$ cat src/rtl/lpm_pkg.sv
package lpm_pkg;

    typedef enum logic [2:0] {
        ST_ACT  = 3'd0,
        ST_STOP = 3'd1,
        ST_WKT  = 3'd2,
        ST_RCW  = 3'd3,
        ST_STAB = 3'd4
    } lpm_state_e;

    typedef enum logic [1:0] {
        SRC_INT0  = 2'd0,
        SRC_INT1  = 2'd1,
        SRC_TMR0  = 2'd2,
        SRC_RCWDT = 2'd3
    } wake_src_e;

    typedef struct packed {
        logic cpu;
        logic osc;
        logic presc;
        logic tmr0;
        logic tmr0_slow;
        logic rcosc;
    } clk_en_t;

    localparam int MODE_W = 2;

    // Upper bit set picks the timer-driven sleep; 01 keeps the RC oscillator.
    function automatic lpm_state_e mode_to_state(input logic [MODE_W-1:0] m);
        if (m[1])          return ST_WKT;
        else if (m[0])     return ST_RCW;
        else               return ST_STOP;
    endfunction

    function automatic clk_en_t gate_map(input lpm_state_e s);
        clk_en_t e;
        e = '0;
        case (s)
            ST_ACT:  begin e.cpu = 1'b1; e.osc = 1'b1; e.presc = 1'b1;
                           e.tmr0 = 1'b1; e.rcosc = 1'b1; end
            ST_WKT:  begin e.osc = 1'b1; e.tmr0 = 1'b1; e.tmr0_slow = 1'b1; end
            ST_RCW:  e.rcosc = 1'b1;
            ST_STAB: e.osc = 1'b1;
            default: e = '0;
        endcase
        return e;
    endfunction

endpackage

$ cat src/rtl/lpm_mode_reg.sv
module lpm_mode_reg
    import lpm_pkg::*;
(
    input  logic              clk,
    input  logic              rst,
    input  logic              wr_en,
    input  logic [MODE_W-1:0] wdata,
    output logic [MODE_W-1:0] mode_q
);
    always_ff @(posedge clk) begin
        if (rst)        mode_q <= '0;
        else if (wr_en) mode_q <= wdata;
    end
endmodule

$ cat src/rtl/lpm_wake_qual.sv
module lpm_wake_qual
    import lpm_pkg::*;
(
    input  lpm_state_e state,
    input  logic       int0,
    input  logic       int1,
    input  logic       tmr0_match,
    input  logic       rcwdt_evt,
    output logic       hit,
    output wake_src_e  src
);
    logic ext;
    assign ext = int0 | int1;

    always_comb begin
        case (state)
            ST_STOP: hit = ext;
            ST_WKT:  hit = ext | tmr0_match;
            ST_RCW:  hit = ext | rcwdt_evt;
            default: hit = 1'b0;
        endcase
        if (int0)                src = SRC_INT0;
        else if (int1)           src = SRC_INT1;
        else if (state == ST_WKT) src = SRC_TMR0;
        else                     src = SRC_RCWDT;
    end
endmodule

$ cat src/rtl/lpm_stab_cnt.sv
module lpm_stab_cnt #(
    parameter int CNT_W = 8
) (
    input  logic             clk,
    input  logic             rst,
    input  logic             load,
    input  logic [CNT_W-1:0] load_val,
    input  logic             busy,
    output logic             done
);
    logic [CNT_W-1:0] cnt;

    always_ff @(posedge clk) begin
        if (rst)                   cnt <= '0;
        else if (load)             cnt <= load_val;
        else if (busy && cnt != '0) cnt <= cnt - 1'b1;
    end

    assign done = busy && (cnt == '0);

    // countdown advances by exactly one per busy cycle
    p_cnt_step_r7: assert property (@(posedge clk) disable iff (rst)
        (busy && !load && cnt != '0) |=> (cnt == $past(cnt) - 1'b1));
endmodule

$ cat src/rtl/lpm_seq.sv
module lpm_seq
    import lpm_pkg::*;
#(
    parameter int IRQ_W = 16,
    parameter int CNT_W = 8
) (
    input  logic             clk,
    input  logic             rst,
    input  logic             mode_wr,
    input  logic [1:0]       mode_wdata,
    input  logic             stop_req,
    input  logic [IRQ_W-1:0] irq_flags,
    input  logic             int0,
    input  logic             int1,
    input  logic             tmr0_match,
    input  logic             rcwdt_evt,
    input  logic [CNT_W-1:0] stab_cycles,
    output logic             cpu_clk_en,
    output logic             osc_en,
    output logic             presc_en,
    output logic             tmr0_clk_en,
    output logic             tmr0_slow_sel,
    output logic             rcosc_en,
    output logic             wake_pulse,
    output logic [1:0]       wake_src,
    output logic [1:0]       mode_q
);
    lpm_state_e state, state_n;
    wake_src_e  qual_src, src_q;
    logic       hit, cnt_done, irq_any, go_active, cnt_load;
    clk_en_t    en;

    assign irq_any = |irq_flags;

    lpm_mode_reg u_mode (
        .clk(clk), .rst(rst),
        .wr_en(mode_wr && state == ST_ACT),
        .wdata(mode_wdata), .mode_q(mode_q)
    );

    lpm_wake_qual u_qual (
        .state(state), .int0(int0), .int1(int1),
        .tmr0_match(tmr0_match), .rcwdt_evt(rcwdt_evt),
        .hit(hit), .src(qual_src)
    );

    assign cnt_load = hit && (state == ST_STOP || state == ST_RCW);

    lpm_stab_cnt #(.CNT_W(CNT_W)) u_cnt (
        .clk(clk), .rst(rst), .load(cnt_load), .load_val(stab_cycles),
        .busy(state == ST_STAB), .done(cnt_done)
    );

    always_comb begin
        state_n   = state;
        go_active = 1'b0;
        case (state)
            ST_ACT:  if (stop_req && !irq_any) state_n = mode_to_state(mode_q);
            ST_STOP,
            ST_RCW:  if (hit) state_n = ST_STAB;
            ST_WKT:  if (hit) begin state_n = ST_ACT; go_active = 1'b1; end
            ST_STAB: if (cnt_done) begin state_n = ST_ACT; go_active = 1'b1; end
            default: state_n = ST_ACT;
        endcase
    end

    always_ff @(posedge clk) begin
        if (rst) begin
            state      <= ST_ACT;
            src_q      <= SRC_INT0;
            wake_pulse <= 1'b0;
        end else begin
            state      <= state_n;
            wake_pulse <= go_active;
            if (hit) src_q <= qual_src;
        end
    end

    assign en            = gate_map(state);
    assign cpu_clk_en    = en.cpu;
    assign osc_en        = en.osc;
    assign presc_en      = en.presc;
    assign tmr0_clk_en   = en.tmr0;
    assign tmr0_slow_sel = en.tmr0_slow;
    assign rcosc_en      = en.rcosc;
    assign wake_src      = src_q;

    // a pending request vetoes the stop
    p_irq_veto_r3: assert property (@(posedge clk) disable iff (rst)
        (state == ST_ACT && stop_req && irq_any) |=> cpu_clk_en);
    // a clean stop strobe gates the CPU clock next cycle
    p_enter_r2: assert property (@(posedge clk) disable iff (rst)
        (state == ST_ACT && stop_req && !irq_any) |=> !cpu_clk_en);
    // timer-mode release restarts the CPU at once with a pulse
    p_wkt_quick_r8: assert property (@(posedge clk) disable iff (rst)
        (state == ST_WKT && hit) |=> (cpu_clk_en && wake_pulse));
    // pulse lasts a single cycle
    p_pulse_single_r9: assert property (@(posedge clk) disable iff (rst)
        wake_pulse |=> !wake_pulse);
    // mode field frozen while asleep
    p_mode_hold_r12: assert property (@(posedge clk) disable iff (rst)
        (state != ST_ACT) |=> $stable(mode_q));
endmodule

$ cat config.mk
export PLATFORM = sky130hd
export DESIGN_NAME = lpm_seq
export DESIGN_NICKNAME = d
export VERILOG_FILES = /design/src/rtl/lpm_pkg.sv /design/src/rtl/lpm_mode_reg.sv /design/src/rtl/lpm_wake_qual.sv /design/src/rtl/lpm_stab_cnt.sv /design/src/rtl/lpm_seq.sv
export SDC_FILE = /design/constraint.sdc
export NUM_CORES = 1
export LEC_CHECK = 0
export BUFFER_PORTS_ARGS = -buffer_cell sky130_fd_sc_hd__buf_4
export CAP_MARGIN = 40
export CORE_MARGIN = 5
export CORE_UTILIZATION = 47
export DETAILED_ROUTE_END_ITERATION = 8
export PLACE_DENSITY_LB_ADDON = 0.25
export SLEW_MARGIN = 20
export SYNTH_ARGS = -nofsm -noshare
export SYNTH_HDL_FRONTEND = slang
export SYNTH_SLANG_ARGS = --single-unit
$ cat constraint.sdc
create_clock -name clk -period 1.9 [get_ports clk]
set_input_delay 0.095 -clock clk [delete_from_list [all_inputs] [get_ports clk]]
set_output_delay 0.095 -clock clk [all_outputs]
set_load 0.02 [all_outputs]
* Yosys cells after proc, flatten, opt, wreduce, memory -nomap -nowiden
Index checks and enable logic that the tools add are counted.
Storage, ports and cells: register bits after elaboration 16, input port bits 34, output and inout port bits 11, logic and storage cells 55
Cells by class: add/sub/neg operators 1, equality and inequality tests 8, mux-type cells 21, bitwise gates (word level) 3, reductions and logical operators 17
Operators by type and width (count):
- 2-to-1 mux 8 bit | 2
- OR reduction 16 bit | 1
- 2-to-1 mux 3 bit | 4
- case mux 3 bit (4 select lines) | 1
- zero test 8 bit | 1
- 2-to-1 mux 1 bit | 8
- 2-to-1 mux 2 bit | 4
- nonzero test 8 bit | 1
- subtractor 8 x 1 -> 8 bit, second input constant | 1
- equality test 3 x 2 -> 1 bit, second input constant | 2
- inequality test 2 bit, second input constant | 3
- OR reduction 2 bit | 3
- logical AND 1 bit | 5
- AND reduction 4 bit | 1
- equality test 3 x 1 -> 1 bit, second input constant | 1
- equality test 3 bit, second input constant | 1
- zero test 3 bit | 1
- bitwise OR 1 bit | 3
- case mux 1 bit (3 select lines) | 1
- OR reduction 3 bit | 1
- inequality test 2 x 1 -> 1 bit, second input constant | 1
- case mux 1 bit (2 select lines) | 1
- nonzero test 2 bit | 1
- zero test 1 bit | 1
- logical OR 1 bit | 1

* Logic depth before layout (Yosys ltp)
Gate-level depths: netlist (run 1).
depth in word-level cells 5, mapped depth 6, mapped depth without buffers 6

* By module
From an unflattened synthesis (run 1), not the netlist that was laid out.
Second synthesis, totals: cell total of the unflattened synthesis 118, area, all modules 982.2 µm²
By module, submodules not included:
- lpm_stab_cnt | times used 1, cells an instance 64, area each 524.3 µm², seq. area each 160.2 µm²
- lpm_seq | times used 1, cells an instance 41, area each 344.1 µm², seq. area each 120.1 µm²
- lpm_mode_reg | times used 1, cells an instance 6, area each 67.6 µm², seq. area each 40.0 µm²
- lpm_wake_qual | times used 1, cells an instance 7, area each 46.3 µm², seq. area each 0.0 µm²

* Least setup slack after synthesis (run 1)
Ideal clock, no wire load.
kind register to register, start point reg u_cnt.cnt[0], end point reg u_cnt.cnt[2], setup time 86 ps, arrival time 1570 ps, required time 1814 ps, slack 245 ps, cell stages (with the launch flop) 7, buffers on the path 0, period minus slack after synthesis 1655 ps, path through dfxtp_1 > inv_1 > ha_1 > or3b_2 > o211a_1 > xnor2_1 > a211oi_1
Between the ends: word-level cells in the longest chain between the ends 3, elaborated cells between the ends (all ways) 6, those cells by class 1 x add/sub; 2 x mux; 3 x reduce/logical
Ends and longest elaborated chain:
- from (decl) | RTL line lpm_stab_cnt.sv:11 | logic [CNT_W-1:0] cnt;
- from (signal assigned) | RTL line lpm_stab_cnt.sv:15 | else if (load) cnt <= load_val;
- from (signal assigned) | RTL line lpm_stab_cnt.sv:16 | else if (busy && cnt != '0) cnt <= cnt - 1'b1;
- subtractor 8 x 1 -> 8 bit / nonzero test 8 bit (equally long branches) | RTL line lpm_stab_cnt.sv:16
- 2-to-1 mux 8 bit / logical AND 1 bit (equally long branches) | RTL line lpm_stab_cnt.sv:16
- 2-to-1 mux 8 bit / nonzero test 2 bit (equally long branches)
Several ways; a longest one is shown, not always the timed one. The select of a mux whose other input is x is not followed. A chain may end at the register's enable or synchronous reset.

* Worst setup path in the final report (run 1)
Same ends and word-level chain as after synthesis.

==> results of run 1 <==
## power by group
part | switching, W | internal [W]
clock | 0.000110 | 0.000117
sequential | 0.00000196 | 0.000337
combinational | 0.0000290 | 0.0000530
total | 0.000141 | 0.000507
## synth_stat cells (all sizes together) (2+ instances only)
cell type	instances	area, µm²
a31oi	3	18.77
buf	6	48.79
nor3	4	31.28
and2	2	12.51
mux2i	2	20.02
or4	3	26.27
dfxtp	16	320.3
inv	5	18.77
xor2	2	17.52
nor2	19	71.32
nand2b	2	12.51
or3	2	12.51
nor4	4	31.28
a211oi	4	30.03
a21oi	12	63.81
ha	2	25.02
nor3b	2	20.02
o21ai	2	10.01
nand2	10	37.54
o211ai	3	22.52
nand3	7	40.04
clkbuf	2	7.510
xnor2	2	17.52
## routing by layer
metal  part of all wire  wire length [µm]  vias up
met1               0.41              1123      508
met3              0.061               167        4
met2               0.51              1403       31
li1                   -                 -      561
met4              0.014                38        0
met5                  0                 0        -
## metrics by stage
stage / hold slack, ps / utilization / power (W)
CTS: 57.60 / 0.6569 / 0.0006525
detailed placement: 366.5 / 0.6401 / 0.0004297
global route: 47.53 / 0.6592 / 0.0006834
global placement: 346.9 / 0.6401 / 0.0004274
finish: 64.31 / 0.6592 / 0.0006478
floorplan: 235.5 / - / 0.0003682
## cell type report
cell class / instances / area [µm²]
tap: 28 / 35.03
sequential: 16 / 320.3
fill: 201 / 739.5
timing repair buffer: 47 / 352.8
clock buffer: 4 / 36.28
inverter: 5 / 18.77
multi-input combinational: 102 / 666.9
## worst max-delay path, cell delays in order, from the launching register on
cell	delay, ps
dfxtp_1	360
inv_1	90
ha_1	180
or3b_2	500
o211a_1	250
xnor2_1	130
a211oi_1	210
## worst paths after layout
check | start | endpoint | slack [ps] | cells after the start
worst max-delay path | u_cnt.cnt[0]$_SDFFE_PP0P_ | u_cnt.cnt[2]$_SDFFE_PP0P_ | 100 | 6
worst min-delay path | stab_cycles[4] | u_cnt.cnt[4]$_SDFFE_PP0P_ | 60 | 3
worst max register to register | u_cnt.cnt[0]$_SDFFE_PP0P_ | u_cnt.cnt[2]$_SDFFE_PP0P_ | 100 | 6
worst min register to register | wake_src[0]$_SDFFE_PP0P_ | wake_src[0]$_SDFFE_PP0P_ | 480 | 2
## logic make-up (layout without fill, tap and decap cells)
family          Yosys count  after routing  synth area share
compound gates           33             33            0.2118
xor+xnor                  4              4           0.03314
fa+ha+maj                 2              2           0.02366
buf+inv                  13             56           0.07100
flops                    16             16            0.3030
mux                       3              3           0.03313
simple gates             60             60            0.3243
## cells in the final DEF, fill, tap and decap left out, drive strengths merged, types with 2 or more instances in the layout
cell	synthesis	final
nand2b	2	2
mux2i	2	2
xor2	2	2
clkbuf	2	4
nor2	19	19
nor4	4	4
xnor2	2	2
ha	2	2
and2	2	2
o211ai	3	3
nor3b	2	2
buf	6	47
nand3	7	7
or3	2	2
nor3	4	4
nand2	10	10
a211oi	4	4
or4	3	3
a31oi	3	3
a21oi	12	12
dfxtp	16	16
inv	5	5
o21ai	2	2
## sequential cells by signal, indices dropped and copies added, names as in the netlist
register       flops
wake_src           2
state              3
u_cnt.cnt          8
wake_pulse         1
u_mode.mode_q      2
## timing repair
action	4_1_cts	5_1_grt
hold buffers	0	0
endpoints found under the setup margin	0	1
resized for setup	0	1
buffers inserted	0	0
==> impl_metrics.yaml, run 1 <==
outcome:
  status: "completed"
cells_and_area:
  layout.nets: 211
  syn_to_final_growth_pct: 35.27
  diodes: 0
  drive_above_1_share: 0.3563
  fin_cells: 202
  post-route-cell-area_um2: 1430
detailed_routing:
  via_count: 1104
  wl_um: 2732
  wl_per_cell_um: 13.52
  final_antenna_net_count: 0
  drtIter0Drc: 23
  via_per_inst: 5.465
  first_pass_iters: 4
  post-route-drc-count: 0
global_route:
  busiest_layer: "met2"
  grt_pass1_vias: 1087
  grt_pass1_wl_um: 4567
  track_usage: 0.1720
  met2_usage: 0.3032
  gr-usage-met3: 0.05204
  grt_overflow: 0
  antenna_found_initial: 0
  grt_max_degree: 18
  use_met1: 0.1957
synth:
  ys_seq_area_frac: 0.3030
  synth_seq_cells: 16
  syn_area_um2: 1057
  async_flop_share: 0
  ys_types: 46
  synth_top_flop_cell: "dfxtp_1"
  yosys_warnings: 0
  syn_avg_cell_area_um2: 8.071
  netlist_instances: 131
  synth_nets: 167
  synth_edf_count: 0
worst_setup_path:
  cp.arrival_ps: 2000
  end_kind: "register"
  critPathRequiredTime_ps: 2110
  worstPathMaxFanout: 5
  path_class: "register to register"
  worstSetupStartpointType: "register"
power:
  p_leak_nw: 0.6207
  ir_drop_uv: 419.5
  power_density_nw_per_um2: 453.0
clock_network:
  path_clk_slew_ps: 100
  cts_tree: "yes"
  numCtsBuffers: 3
  cts_sinks: 16
  clockBufferDepth: 2
  htree_levels: 1
  clock-root-buffer: "clkbuf_4"
  clk_latency_ps: 290
timing:
  post-route-min-period_ps: 1796
  fmax_mhz: 556.8
  fin_ws_ps: 104.1
  finalHoldViolCount: 0
  worst_slew_pin_slew_ps: 539.8
  rsz0062_at_grt: "false"
  period_share: 0.9452
  tns_ps: 0
  slew_headroom: 0.6396
  fin_skew_ps: 6.428
  setup_viol: 0
  drv_slew: 0
place:
  dp.cells: 198
  placed_area_um2: 1389
  gp_congestion: 0.8283
  numPortBuffers: 44
  post-dp-hpwl_um: 2190
  place_ws_ps: 103.7
run:
  drv_cap: 0
min_path:
  hold_class: "primary input to register"
floorplan:
  io_pins: 45
  fp.dieH_um: 57.43
  die_w_um: 57.43
  rows: 17
  dieArea_um2: 3298
  initial_core_util: 0.4873
  core_um2: 2170
Note: power is estimated with default switching activity, not from simulation.
==> run 2, diff against run 1 <==
--- a/config.mk
+++ b/config.mk
@@ -10,6 +10,7 @@
 export CORE_MARGIN = 5
 export CORE_UTILIZATION = 47
 export DETAILED_ROUTE_END_ITERATION = 8
+export GPL_TIMING_DRIVEN = 0
 export PLACE_DENSITY_LB_ADDON = 0.25
 export SLEW_MARGIN = 20
 export SYNTH_ARGS = -nofsm -noshare
==> run 2 against run 1 <==
  * Non-clock buffer count increased by 4
  * Total power increased by 0.95%
  * Flip-flop and latch count unchanged
  * Fmax grew 4.5%
  * Worst hold slack worse by 4.8 ps
  * Sequential power is essentially flat
  * Final cell count increased by 2.0%
  * Largest power group unchanged
==> impl_metrics.yaml, run 2 (synthesis results as in run 1) <==
detailed_routing:
  drtIter0Drc: 26
  post-route-drc-count: 0
  wl_per_cell_um: 13.40
  via_count: 1134
  first_pass_iters: 4
  final_antenna_net_count: 0
  via_per_inst: 5.505
  wl_um: 2760
global_route:
  grt_max_degree: 11
  grt_overflow: 0
  track_usage: 0.1782
  antenna_found_initial: 0
  grt_pass1_wl_um: 4747
  grt_pass1_vias: 1123
power:
  power_density_nw_per_um2: 446.7
  clock_power_share: 0.355
  switching_share: 0.2250
  ir_drop_uv: 389.9
  pwr-share-comb: 0.125
  p_int_w: 0.0005068
  p_leak_nw: 0.6334
  switchingPower_w: 0.0001471
  power_frac_seq: 0.519
timing:
  tns_ps: 0
  fin_skew_ps: 1.818
  slew_headroom: 0.6131
  period_share: 0.9047
  fmax_mhz: 581.8
  finalHoldViolCount: 0
  setup_viol: 0
  drv_slew: 0
  worst_slew_pin_slew_ps: 575.5
  fin_hold_ws_ps: 59.50
  post-route-min-period_ps: 1719
  fin_ws_ps: 181.1
  rsz0062_at_grt: "false"
worst_setup_path:
  end_kind: "register"
  critPathRequiredTime_ps: 2120
  cp.arrival_ps: 1940
  crit_chain: "inv_1 > ha_1 > or3b_4 > o211a_1 > xnor2_1 > a211oi_2"
  slowest_stage: "or3b_4"
  path_class: "register to register"
  worst_path_largest_cell_delay_ps: 410
  worstPathMaxFanout: 5
  worstSetupStartpointType: "register"
place:
  place_ws_ps: 83.24
  placed_area_um2: 1415
  gp_congestion: 0.8491
  post-dp-hpwl_um: 2186
  numPortBuffers: 43
clock_network:
  clock-root-buffer: "clkbuf_4"
  cts_sinks: 16
  clk_latency_ps: 290
  numCtsBuffers: 3
  path_clk_slew_ps: 100
  htree_levels: 1
  cts_tree: "yes"
  clockBufferDepth: 2
cells_and_area:
  top_register: "u_cnt.cnt"
  drive_above_1_share: 0.3596
  layout.nets: 215
  layout_common_cells: "buf_4 (46), nor2_1 (19), dfxtp_1 (16)"
  diodes: 0
  post-route-cell-area_um2: 1464
  top_regs: "u_cnt.cnt x8, state x3"
  mostFrequentLayoutCell: "buf_4"
  largest_register_ffs: 8
  utilization: 0.6747
  syn_to_final_growth_pct: 38.46
floorplan:
  initial_core_util: 0.4873
  fp.dieH_um: 57.43
  dieArea_um2: 3298
  rows: 17
  die_w_um: 57.43
  core_um2: 2170
  io_pins: 45
outcome:
  status: "completed"
run:
  drv_cap: 0
min_path:
  hold_class: "primary input to register"
-- run 2: through the flow --
step	total power [W]	cells
after CTS	0.0006555	206
after global placement	0.0004272	202
after detailed placement	0.0004293	202
after global routing	0.0006802	206
final	0.0006539	206
after floorplan	0.0003682	131
-- run 2: layout make-up --
type / instances / area [µm²]
Sequential cell: 16 / 320.3
Clock buffer: 4 / 36.28
Multi-Input combinational cell: 102 / 674.4
Timing Repair Buffer: 43 / 322.8
Inverter: 5 / 18.77
Fill cell: 184 / 705.7
Buffer: 8 / 56.30
Tap cell: 28 / 35.03
-- run 2: worst paths after layout --
check | slack, ps | endpoint | startpoint | depth (start not counted)
setup / recovery | 180 | u_cnt.cnt[2]$_SDFFE_PP0P_ | u_cnt.cnt[0]$_SDFFE_PP0P_ | 6
hold / removal | 60 | u_mode.mode_q[1]$_SDFFE_PP0P_ | mode_wdata[1] | 3
setup reg to reg | 180 | u_cnt.cnt[2]$_SDFFE_PP0P_ | u_cnt.cnt[0]$_SDFFE_PP0P_ | 6
hold reg to reg | 490 | wake_src[0]$_SDFFE_PP0P_ | wake_src[0]$_SDFFE_PP0P_ | 2
-- run 2: worst max-delay path, delay by kind of cell, from the launching register on --
kind	cells	cell delay, ps
adders and majority gates	1	180
and+or+nand+nor	1	410
buffers and inverters	1	100
AOI/OAI and AO/OA	2	440
DFF	1	370
xor gates and xnor gates	1	140
-- run 2: power by group through the flow --
| stage | Clock [W] | Sequential [W] | Combinational, W |
|---|---|---|---|
| detailed placement | 0 | 0.000347 | 0.0000820 |
| global route | 0.000251 | 0.000340 | 0.0000895 |
| global placement | 0 | 0.000347 | 0.0000799 |
| finish | 0.000232 | 0.000340 | 0.0000820 |
| CTS | 0.000234 | 0.000340 | 0.0000821 |
| floorplan | 0 | 0.000350 | 0.0000183 |
-- run 2: repair_timing --
action / in CTS / in global routing
hold buffers: 0 / 0
setup endpoints to repair: 0 / 3
setup buffers: 0 / 0
gates resized for setup: 0 / 3
-- run 2: per-layer routing --
layer,track usage,vias up,wire length [µm]
met5,0,-,0
met4,0.03974,0,21
met3,0.04977,2,189
met2,0.3210,41,1447
met1,0.2070,526,1102
li1,-,565,-
